<file path="config.mk">
export PLATFORM = sky130hd
export DESIGN_NAME = resp_capture_bank
export DESIGN_NICKNAME = d
export VERILOG_FILES = /design/src/rtl/resp_capture_bank.sv
export SDC_FILE = /design/constraint.sdc
export NUM_CORES = 1
export LEC_CHECK = 0
export ABC_CLOCK_PERIOD_IN_PS = 2250
export BUFFER_PORTS_ARGS = -buffer_cell sky130_fd_sc_hd__buf_2
export CAP_MARGIN = 20
export CORE_MARGIN = 2
export CORE_UTILIZATION = 50
export CTS_CLUSTER_DIAMETER = 30
export DETAILED_ROUTE_END_ITERATION = 8
export GPL_ROUTABILITY_DRIVEN = 0
export PLACE_DENSITY = 0.77
export SYNTH_ARGS = -nofsm -noshare
export SYNTH_HDL_FRONTEND = slang
export SYNTH_SLANG_ARGS = --single-unit
export TNS_END_PERCENT = 100
</file>
<file path="constraint.sdc">
create_clock -name clk -period 2.25 [get_ports clk]
set_clock_uncertainty 0.15 [all_clocks]
set_input_delay 0.45 -clock clk [delete_from_list [all_inputs] [get_ports clk]]
set_output_delay 0.45 -clock clk [all_outputs]
set_load 0.01 [all_outputs]
</file>
<file path="src/rtl/resp_capture_bank.sv">
module resp_capture_bank #(
  parameter int WORD_W     = 32,
  parameter int SHORT_BITS = 32,
  parameter int LONG_BITS  = 127
) (
  input  logic              clk,
  input  logic              rst,
  input  logic              card_ce,
  input  logic              rsp_bit,
  input  logic              rsp_valid,
  input  logic              cap_start,
  input  logic              cap_long,
  input  logic              cap_end,
  input  logic [1:0]        rd_addr,
  output logic [WORD_W-1:0] rd_data,
  output logic [WORD_W-1:0] resp_w0,
  output logic [WORD_W-1:0] resp_w1,
  output logic [WORD_W-1:0] resp_w2,
  output logic [WORD_W-1:0] resp_w3,
  output logic              done
);
  localparam int TOTAL = 4 * WORD_W;
  localparam int CNT_W = $clog2(TOTAL + 1);
  localparam int LLO   = TOTAL - LONG_BITS;
  localparam int SLO   = TOTAL - SHORT_BITS;

  logic [TOTAL-1:0] sr;
  logic [CNT_W-1:0] cnt;
  logic             busy, long_q;

  wire [CNT_W-1:0] need = long_q ? CNT_W'(LONG_BITS) : CNT_W'(SHORT_BITS);
  wire             take = busy & card_ce & rsp_valid;
  wire             last = take && (cnt == need - CNT_W'(1));

  always_ff @(posedge clk) begin
    if (rst) begin
      sr     <= '0;
      cnt    <= '0;
      busy   <= 1'b0;
      long_q <= 1'b0;
      done   <= 1'b0;
    end else begin
      done <= 1'b0;
      if (cap_start) begin
        sr     <= '0;
        cnt    <= '0;
        busy   <= 1'b1;
        long_q <= cap_long;
      end else if (busy && cap_end) begin
        busy <= 1'b0;
      end else if (take) begin
        cnt <= cnt + CNT_W'(1);
        if (long_q)
          sr[TOTAL-1:LLO] <= {sr[TOTAL-2:LLO], rsp_bit};
        else
          sr[TOTAL-1:SLO] <= {sr[TOTAL-2:SLO], rsp_bit};
        if (last) begin
          busy <= 1'b0;
          done <= 1'b1;
        end
      end
    end
  end

  assign resp_w0 = sr[4*WORD_W-1:3*WORD_W];
  assign resp_w1 = sr[3*WORD_W-1:2*WORD_W];
  assign resp_w2 = sr[2*WORD_W-1:WORD_W];
  assign resp_w3 = sr[WORD_W-1:0];

  always_comb begin
    case (rd_addr)
      2'd0:    rd_data = resp_w0;
      2'd1:    rd_data = resp_w1;
      2'd2:    rd_data = resp_w2;
      default: rd_data = resp_w3;
    endcase
  end
endmodule


</file>
==> results of run 1 <==
==> state kept, by name, indices dropped and copies added (netlist names) <==
register / cells
sr: 127
cnt: 8
busy: 1
done: 1
long_q: 1
==> layout make-up <==
type | instances | area (µm²) | area share [%]
Clock buffer | 21 | 480 | 6.33
Timing Repair Buffer | 183 | 1080 | 14.2
Multi-Input combinational cell | 463 | 2860 | 37.7
Clock inverter | 11 | 214 | 2.82
Tap cell | 143 | 179 | 2.36
Inverter | 3 | 11.3 | 0.148
Sequential cell | 138 | 2770 | 36.5
==> through the flow <==
stage	cells	hold WS, ns	worst slack (ns)	cell area, µm²	util [%]
6_report	962	0.107	0.172	7590	65.9
5_1_grt	962	0.106	0.132	7590	65.9
4_1_cts	962	0.0948	0.161	7590	65.9
3_5_place_dp	930	0.319	0.107	6890	59.9
3_3_place_gp	930	0.300	0.194	6890	59.9
2_1_floorplan	679	0.289	0.0526	5950	-
==> worst paths after layout <==
check,start,endpoint,slack (ns),cells after the start
setup / recovery,rd_addr[1],rd_data[24],0.17,4
hold / removal,rst,long_q,0.11,2
setup reg to reg,busy,sr[24],0.31,4
hold reg to reg,cnt[7],cnt[7],0.32,2
==> kinds of logic after synthesis <==
logic type,Yosys count
compound gates,235
simple gates,189
flops,138
buf+inv,78
mux,36
fa+ha+maj,1
other cells,1
xor+xnor,1
==> routing by layer <==
layer | up-vias | wire, µm | global-route usage [%]
li1 | 2724 | - | -
met1 | 2833 | 6790 | 33.6
met2 | 263 | 7920 | 39.5
met3 | 37 | 1100 | 4.87
met4 | 0 | 374 | 10.3
met5 | - | 0 | 0
==> worst max-delay path: stages <==
cell	delay, ns
buf_2	0.15
buf_12	0.20
mux4_2	0.51
buf_2	0.15
==> cell usage after synthesis <==
library cell	count
a211oi_1	1
or4_1	2
nand4_1	1
o22ai_1	1
a21oi_1	132
o31ai_1	2
nor4b_1	1
o41a_1	1
dfxtp_1	138
buf_1	4
nor2_1	5
xnor2_1	1
o31a_1	1
mux2i_1	5
nand3_1	98
inv_1	2
conb_1	1
or2_2	2
and4b_1	1
buf_4	1
mux4_2	31
ha_1	1
o21ai_0	97
buf_6	1
or4b_1	1
clkbuf_1	43
nor4_1	1
nand4b_1	1
nand2_1	70
inv_2	1
nand2b_1	2
or3_1	4
buf_2	26
==> power breakdown <==
part           leakage (nW)  switching, mW  total [mW]  internal (mW)
clock network         0.335           1.04        3.24           2.19
registers              1.11        0.00254        2.45           2.45
logic                  1.49          0.163       0.230         0.0669
total                  2.94           1.21        5.91           4.71
==> out/qor.yml, run 1 <==
drv_slew: 0
nNetsFinal: 817
status: "complete, but fails checks"
area_growth_pct: 27.4
fillCellCount: 926
cap_viol_max_count: 0
num_vias: 5857
fin_crit_sh_pct: 92.4
cts_resized: 0
hold_viol: 0
cts_tree: "yes"
crit_path_start_kind: "primary input"
grt_start_max_net_pins: 98
clock.fmax_mhz: 481
final_common_cell: "buf_2"
gr-usage-all-layers_pct: 24.9
worstSetupEndpointType: "output pin"
grt_pass1_vias: 5312
htree_levels: 4
cts-root-buf: "clkbuf_16"
final_cell_mix: "buf_2 (169), dfxtp_1 (137), a21oi_1 (132), nand3_1 (98), o21ai_0 (97)"
routedWlPerCell_um: 16.8
syn_avg_cell_area_um2: 8.77
total_power_mw: 5.91
antenna_found_initial: 0
drt_wl_total_mm: 16.2
synth-simple-area-share_pct: 14.9
yosysTopAreaCellShare_pct: 46.4
grt_remaining_overflow: 0
fp-row-count: 39
yosys_warnings: 0
numPortBuffers: 169
synth_fp_nets: 690
cts_buffers: 17
min_period_ns: 2.08
clk_pin_slew_ns: 0.06
synth.area.top_cells: "dfxtp_1 (46%), mux4_2 (12%), a21oi_1 (11%), nand3_1 (8.2%), o21ai_0 (8.2%)"
synth-compound-area-share_pct: 20.1
synth_top_area_cell: "dfxtp_1"
clockBufferDepth: 2
core-area_mm2: 0.0115
pin_count: 171
synth_top_family_by_area: "compound AO/OA/AOI/OAI gates"
violations: "DRC"
peakVddDrop_mv: 0.540
yosys.area_share.adder_pct: 0.210
slew_headroom_pct: 33.7
yosysSeqAreaShare_pct: 46.4
worstMarginPinSlew_ns: 0.994
setup_viol: 0
crit_type: "in -> out"
fin_setup_tns_ns: 0
die_w_um: 113
firstDrtPassIters: 7
ant_nets: 0
synth_xor_area_share_pct: 0.147
synth_area_mm2: 0.00595
avgViaCountPerCell: 6.09
cp.required_ns: 1.65
path_max_fanout: 20
drive_above_1_share_pct: 30.6
static-leakage-power_nw: 2.94
netlist_instances: 679
p_per_area_mw_per_mm2: 779
synthMuxAreaShare_pct: 12.6
rsz0062_at_grt: "false"
post_cts.repair.setup_buffers: 0
dpl.hpwl_mm: 10.1
die_h_um: 113
hp-class: "in -> reg"
cp.arrival_ns: 1.48
start_util_pct: 51.7
worstSkewPairLatency_ns: 0.42
dieArea_mm2: 0.0128
synth_cell_type_count: 33
postCtsHoldBufs: 0
diodes: 0
drt_iter0_drc: 620
grt_pass1_wl_mm: 26.2
drcViolationCount: 12
cts_sinks: 138
ys_ff_latch: 138
Power figures use the tool's default switching activity.
==> run 2: changes to the inputs <==
ABC_AREA = 1   (was default)
PLACE_DENSITY = 0.78   (was 0.77)
==> run 2 against run 1 <==
  * The flow now finishes without violations
  * Maximum frequency grew 2.1%
  * Clock power down 18%
  * Hold slack gained 0.0031 ns
  * Largest cell class is now registers
  * Critical path type unchanged
  * Sequential share of layout area is 2.0 points higher
  * Register-to-register slack gained 0.17 ns
  * Design area shrank 5.4%
  * Combinational power down 3%
  * Critical endpoint is now rd_data[25]
  * Via count down 4.1%
  * Synthesized cell count grew 10%
  * Non-clock buffer count is 3 higher
==> out/qor.yml, run 2 <==
fillCellCount: 981  # was 926
async_reset_ff_share_pct: 0  # unchanged
clock.fmax_mhz: 491  # was 481 MHz
yosysTopAreaCellShare_pct: 48.9  # was 46.4%
fin_setup_tns_ns: 0  # unchanged
use_met1_pct: 32.5  # was 33.6%
timing.rr.end: "sr[89]"  # was sr[24]
cp_slowest_stage_delay_ns: 0.15  # was 0.51 ns
slew_headroom_pct: 63.0  # was 33.7%
area_growth_pct: 27.1  # was 27.4%
seqPwrFrac_pct: 46.1  # was 41.4%
start_util_pct: 51.6  # was 51.7%
grt_remaining_overflow: 0  # unchanged
synth_area_mm2: 0.00565  # was 0.00595 mm²
static-leakage-power_nw: 3.14  # was 2.94 nW
ant_nets: 0  # unchanged
power.internal_mw: 4.16  # was 4.71 mW
synth_edf_count: 0  # unchanged
final_common_cell: "buf_2"  # unchanged
drive_above_1_share_pct: 24.3  # was 30.6%
final_core_util_pct: 65.6  # was 65.9%
ys_ff_latch: 138  # unchanged
hp-class: "in -> reg"  # unchanged
cap_viol_max_count: 0  # unchanged
synth.area.top_cells: "dfxtp_1 (49%), o21ai_0 (14%), a21oi_1 (12%), inv_1 (6.6%), nor2_1 (6.4%)"  # was dfxtp_1 (46%), mux4_2 (12%), a21oi_1 (11%), nand3_1 (8.2%), o21ai_0 (8.2%)
whs_ns: 0.111  # was 0.107 ns
antenna_found_initial: 0  # unchanged
drcViolationCount: 0  # was 12
die_h_um: 110  # was 113 µm
htree_levels: 4  # unchanged
crit_path_start_kind: "primary input"  # unchanged
peakVddDrop_mv: 0.377  # was 0.540 mV
rsz0062_at_grt: "false"  # unchanged
cts_sinks: 138  # unchanged
cp.depth: 10  # was 4
setup_viol: 0  # unchanged
worstSkewPairLatency_ns: 0.41  # was 0.42 ns
cpMaxStageDelayCell: "buf_12"  # was mux4_2
firstDrtPassIters: 5  # was 7
crit_chain: "buf_2 > inv_1 > nand2_1 > inv_1 > buf_12 > nand2_1 > o21ai_0 > a21oi_1 > o21ai_0 > buf_2"  # was buf_2 > buf_12 > mux4_2 > buf_2
grt_pass1_wl_mm: 23.7  # was 26.2 mm
final_cell_mix: "buf_2 (169), o21ai_0 (156), dfxtp_1 (138), a21oi_1 (131), inv_1 (100)"  # was buf_2 (169), dfxtp_1 (137), a21oi_1 (132), nand3_1 (98), o21ai_0 (97)
die_w_um: 110  # was 113 µm
drt_wl_total_mm: 15.1  # was 16.2 mm
clockBufferDepth: 2  # unchanged
r2r-start: "busy"  # unchanged
crit_type: "in -> out"  # unchanged
nNetsFinal: 913  # was 817
status: "finished, final reports clean"  # was complete, but fails checks
worstSetupEndpointType: "output pin"  # unchanged
cp_num_buf_inv: 5  # was 3
fp-row-count: 38  # was 39
synth_fp_nets: 761  # was 690
cts-root-buf: "clkbuf_16"  # unchanged
dieArea_mm2: 0.0122  # was 0.0128 mm²
num_vias: 5619  # was 5857
grt_util_met2_pct: 39.4  # was 39.5%
routedWlPerCell_um: 14.3  # was 16.8 µm
synth_cell_type_count: 28  # was 33
hold_viol: 0  # unchanged
syn_avg_cell_area_um2: 7.53  # was 8.77 µm²
numPortBuffers: 169  # unchanged
met3_usage_pct: 6.94  # was 4.87%
grt_pass1_vias: 4949  # was 5312
synth-main-ff-cell: "dfxtp_1"  # unchanged
fin_crit_sh_pct: 90.4  # was 92.4%
synth_common_cells: "o21ai_0 (156), dfxtp_1 (138), a21oi_1 (131)"  # was dfxtp_1 (138), a21oi_1 (132), nand3_1 (98)
postCtsHoldBufs: 0  # unchanged
path_max_fanout: 8  # was 20
rr_worst_depth: 6  # was 4
synth_most_common_cell: "o21ai_0"  # was dfxtp_1
rrSetupSlack_ns: 0.48  # was 0.31 ns
reg.largest.list: "sr x127, cnt x8"  # unchanged
gr-usage-all-layers_pct: 24.8  # was 24.9%
avgViaCountPerCell: 5.33  # was 6.09
p_sw_share_pct: 22.4  # was 20.4%
crit_start: "rd_addr[0]"  # was rd_addr[1]
cp.required_ns: 1.65  # about the same
pwr-share-comb_pct: 4.1  # was 3.9%
cp.arrival_ns: 1.43  # was 1.48 ns
post_cts.repair.setup_buffers: 0  # unchanged
largest_register_ffs: 127  # unchanged
dpl.hpwl_mm: 10.1  # about the same
power.share.clock_pct: 49.8  # was 54.7%
p_per_area_mw_per_mm2: 747  # was 779 mW/mm²
clk_pin_slew_ns: 0.06  # about the same
crit_path_end: "rd_data[25]"  # was rd_data[24]
grt_start_max_net_pins: 63  # was 98
diodes: 0  # unchanged
min_period_ns: 2.03  # was 2.08 ns
top_usage_layer: "met2"  # unchanged
pin_count: 171  # unchanged
path_delay_family: "buffers and inverters"  # was multiplexers
drt_iter0_drc: 388  # was 620
netlist_instances: 750  # was 679
yosys_warnings: 0  # unchanged
drv_slew: 0  # unchanged
largest_register: "sr"  # unchanged
synth_top_area_cell: "dfxtp_1"  # unchanged
cts_resized: 0  # unchanged
worstMarginPinSlew_ns: 0.555  # was 0.994 ns
netSwitchingPower_mw: 1.20  # was 1.21 mW
cts_buffers: 17  # unchanged
yosysSeqAreaShare_pct: 48.9  # was 46.4%
core-area_mm2: 0.0109  # was 0.0115 mm²
cts_tree: "yes"  # unchanged
-- run 2: changes by cell type in the layout (fill, tap and decap cells not counted), moves of 31 or more --
cell	delta
o21ai_0	+59
nor2_1	+90
mux4_2	-31
nand3_1	-93
inv_1	+98
nand2_1	-37
-- run 2: metrics by stage --
stage               instance area [µm²]  std cells  setup slack [ns]  power (mW)
CTS                                7180       1054             0.224        5.39
global placement                   6600       1023             0.256        2.74
global route                       7180       1054            0.0499        5.55
finish                             7180       1054             0.215        5.36
detailed placement                 6600       1023             0.225        2.74
floorplan                          5650        750             0.478        2.65
-- run 2: worst min-delay path by stage --
stage | from | cells after the start | endpoint
after floorplan | cnt[6] | 2 | cnt[6]
after global routing | rst | 2 | busy
after detailed placement | sr[18] | 2 | sr[18]
after CTS | rst | 2 | busy
final | rst | 2 | busy
after global placement | sr[15] | 2 | sr[15]
-- run 2: logic make-up after synthesis --
kind of cell             Yosys count  share of synthesized area, %
AND/OR/NAND/NOR                  140                          9.91
flip-flops                       138                          48.9
buffers and inverters            153                          11.9
other                              1                        0.0664
adder cells (fa/ha/maj)            1                         0.222
AO/OA/AOI/OAI                    317                          28.9
-- run 2: power groups by stage --
stage	Clock [mW]	Combinational (mW)	Sequential [mW]
3_5_place_dp	0	0.219	2.52
3_3_place_gp	0	0.218	2.52
4_1_cts	2.70	0.221	2.47
6_report	2.67	0.222	2.47
5_1_grt	2.83	0.246	2.47
2_1_floorplan	0	0.130	2.52
-- run 2: layout make-up --
type	instances	area [µm²]	area share (%)
flip-flops and latches	138	2760	38.5
multi-input cells	459	2220	30.9
repair buffers	186	1070	15.0
clock buffers	21	480	6.69
inverters	100	375	5.23
well taps	140	175	2.44
clock inverters	10	93.8	1.31
-- run 2: layer usage --
layer	vias to the layer above	part of all wire (%)
met5	-	0
met2	198	47
met1	2625	46
met4	0	0.59
met3	8	7.1
li1	2788	-
==> run 3: changes to the inputs <==
--- a/config.mk
+++ b/config.mk
@@ -15,4 +15,5 @@
 export DETAILED_ROUTE_END_ITERATION = 8
 export GPL_ROUTABILITY_DRIVEN = 0
+export MAX_ROUTING_LAYER = met4
 export PLACE_DENSITY = 0.78
 export SYNTH_ARGS = -nofsm -noshare
--- a/constraint.sdc
+++ b/constraint.sdc
@@ -3,3 +3,3 @@
 set_input_delay 0.45 -clock clk [delete_from_list [all_inputs] [get_ports clk]]
 set_output_delay 0.45 -clock clk [all_outputs]
-set_load 0.01 [all_outputs]
+set_load 0.05 [all_outputs]
==> run 3 against run 2 <==
  * Design area is 2.1% higher
  * Sequential cell count unchanged
  * Combinational power up 22%
  * Count of clock-buffer cells in the layout is 3 lower
  * Worst setup slack worse by 0.21 ns
  * Core utilization is 1.4 points higher
  * Hold slack improved by 0.0012 ns
  * Die area stayed put
  * Clock power increased by 11%
  * Register-to-register slack improved by 0.18 ns
  * Non-clock buffer count increased by 7
  * Wire length up 18%
  * Critical endpoint is now rd_data[24]
  * Highest routed layer unchanged
==> out/qor.yml, run 3 (synthesized netlist as in run 2, its figures left out) <==
status: "finished, final reports clean"  # unchanged
pin_count: 171  # unchanged
cts-root-buf: "clkbuf_16"  # unchanged
dpl.hpwl_mm: 12.5  # was 10.1 mm
drv_slew: 0  # unchanged
gr-usage-all-layers_pct: 30.2  # was 24.8%
nNetsFinal: 920  # was 913
timing.rr.end: "sr[105]"  # was sr[89]
drt_iter0_drc: 580  # was 388
largest_register: "sr"  # unchanged
drcViolationCount: 0  # unchanged
dpl_cell_area_mm2: 0.00666  # was 0.00660 mm²
rrSetupSlack_ns: 0.66  # was 0.48 ns
final_cell_mix: "buf_2 (156), dfxtp_1 (138), a21oi_1 (131), o21ai_0 (126), inv_1 (99)"  # was buf_2 (169), o21ai_0 (156), dfxtp_1 (138), a21oi_1 (131), inv_1 (100)
ant_nets: 0  # unchanged
slew_headroom_pct: 63.6  # was 63.0%
final_core_util_pct: 67.0  # was 65.6%
area_growth_pct: 29.8  # was 27.1%
dieArea_mm2: 0.0122  # unchanged
r2r-start: "busy"  # unchanged
grt_start_max_net_pins: 72  # was 63
worstSkewPairLatency_ns: 0.42  # was 0.41 ns
htree_levels: 4  # unchanged
drive_above_1_share_pct: 25.2  # was 24.3%
fin_crit_sh_pct: 99.8  # was 90.4%
rsz0062_at_grt: "true"  # was false
fillCellCount: 958  # was 981
setup_viol: 0  # unchanged
clock.fmax_mhz: 445  # was 491 MHz
clockBufferDepth: 2  # unchanged
antenna_found_initial: 0  # unchanged
fp-row-count: 38  # unchanged
hp-class: "in -> reg"  # unchanged
grt_remaining_overflow: 0  # unchanged
hold_depth: 2  # unchanged
cts_buffers: 17  # unchanged
numPortBuffers: 169  # unchanged
num_vias: 5736  # was 5619
crit_type: "in -> out"  # unchanged
peakVddDrop_mv: 0.606  # was 0.377 mV
reg.largest.list: "sr x127, cnt x8"  # unchanged
die_h_um: 110  # unchanged
cap_viol_max_count: 0  # unchanged
worstMarginPinSlew_ns: 0.545  # was 0.555 ns
start_util_pct: 51.6  # unchanged
hold_viol: 0  # unchanged
cp.arrival_ns: 1.65  # was 1.43 ns
worstSetupEndpointType: "output pin"  # unchanged
path_max_fanout: 16  # was 8
cts_sinks: 138  # unchanged
min_period_ns: 2.25  # was 2.03 ns
diodes: 0  # unchanged
postCtsHoldBufs: 0  # unchanged
crit_path_start_kind: "primary input"  # unchanged
firstDrtPassIters: 6  # was 5
grt_pass1_vias: 5265  # was 4949
dp_cells: 1030  # was 1023
grt_pass1_wl_mm: 26.7  # was 23.7 mm
hp-start: "rst"  # unchanged
core-area_mm2: 0.0109  # unchanged
cts_tree: "yes"  # unchanged
final_common_cell: "buf_2"  # unchanged
rr_worst_depth: 6  # unchanged
routedWlPerCell_um: 16.8  # was 14.3 µm
clk_pin_slew_ns: 0.06  # about the same
p_per_area_mw_per_mm2: 777  # was 747 mW/mm²
whs_endpoint: "busy"  # unchanged
cp.required_ns: 1.65  # about the same
static-leakage-power_nw: 3.20  # was 3.14 nW
design_area_mm2: 0.00733  # was 0.00718 mm²
drt_wl_total_mm: 17.8  # was 15.1 mm
largest_register_ffs: 127  # unchanged
avgViaCountPerCell: 5.40  # was 5.33
die_w_um: 110  # unchanged
fin_cells: 1062  # was 1054
run 3: timing repair:
action / 4_1_cts / 5_1_grt
endpoints found under the setup margin: 6 / 16
gates resized for setup: 6 / 14
setup buffers: 0 / 0
run 3: worst max-delay path, stage by stage:
cell      delay, ns
buf_2          0.12
inv_1          0.04
nand2_1        0.13
buf_6          0.22
o22ai_1        0.14
a21oi_1        0.21
o21ai_1        0.11
clkbuf_4       0.22
run 3: worst max path at each step:
stage	startpoint	to	slack, ns	cells past startpoint
global placement	rd_addr[1]	rd_data[11]	-0.03	8
CTS	rd_addr[1]	rd_data[24]	0.0004	8
finish	rd_addr[1]	rd_data[24]	0.004	8
global route	rd_addr[0]	rd_data[24]	-0.03	8
detailed placement	rd_addr[1]	rd_data[11]	-0.03	8
floorplan	rd_addr[0]	rd_data[0]	0.05	4
run 3: cell type report:
type / count / area [µm²] / area share (%)
Clock inverter: 14 / 196 / 2.68
Tap cell: 140 / 175 / 2.39
Timing Repair Buffer: 193 / 1160 / 15.9
Inverter: 100 / 375 / 5.12
Clock buffer: 18 / 429 / 5.86
Multi-Input combinational cell: 459 / 2230 / 30.4
Sequential cell: 138 / 2760 / 37.7
run 3: report_power, final:
| group | leakage (nW) | internal (mW) | switching, mW |
|---|---|---|---|
| clock network | 0.302 | 1.86 | 1.10 |
| registers | 1.11 | 2.46 | 0.0125 |
| logic | 1.79 | 0.0738 | 0.196 |
run 3: per-stage QoR:
step	power [mW]	setup slack, ns	hold WS, ns	setup TNS (ns)
after floorplan	2.70	0.0474	0.305	0
after global placement	2.78	-0.0269	0.318	-0.0885
after detailed placement	2.78	-0.0329	0.323	-0.0902
after CTS	5.71	0.000399	0.105	0
after global routing	5.85	-0.0264	0.111	-0.0344
final	5.70	0.00404	0.112	0
run 3: per-layer routing:
layer	wire, µm	share of wire (%)	global-route usage, %	vias to the layer above
met3	1340	7.5	7.11	50
met2	8780	49	48.9	252
met4	729	4.1	14.9	0
li1	-	-	-	2810
met5	0	0	-	-
met1	6950	39	35.4	2624
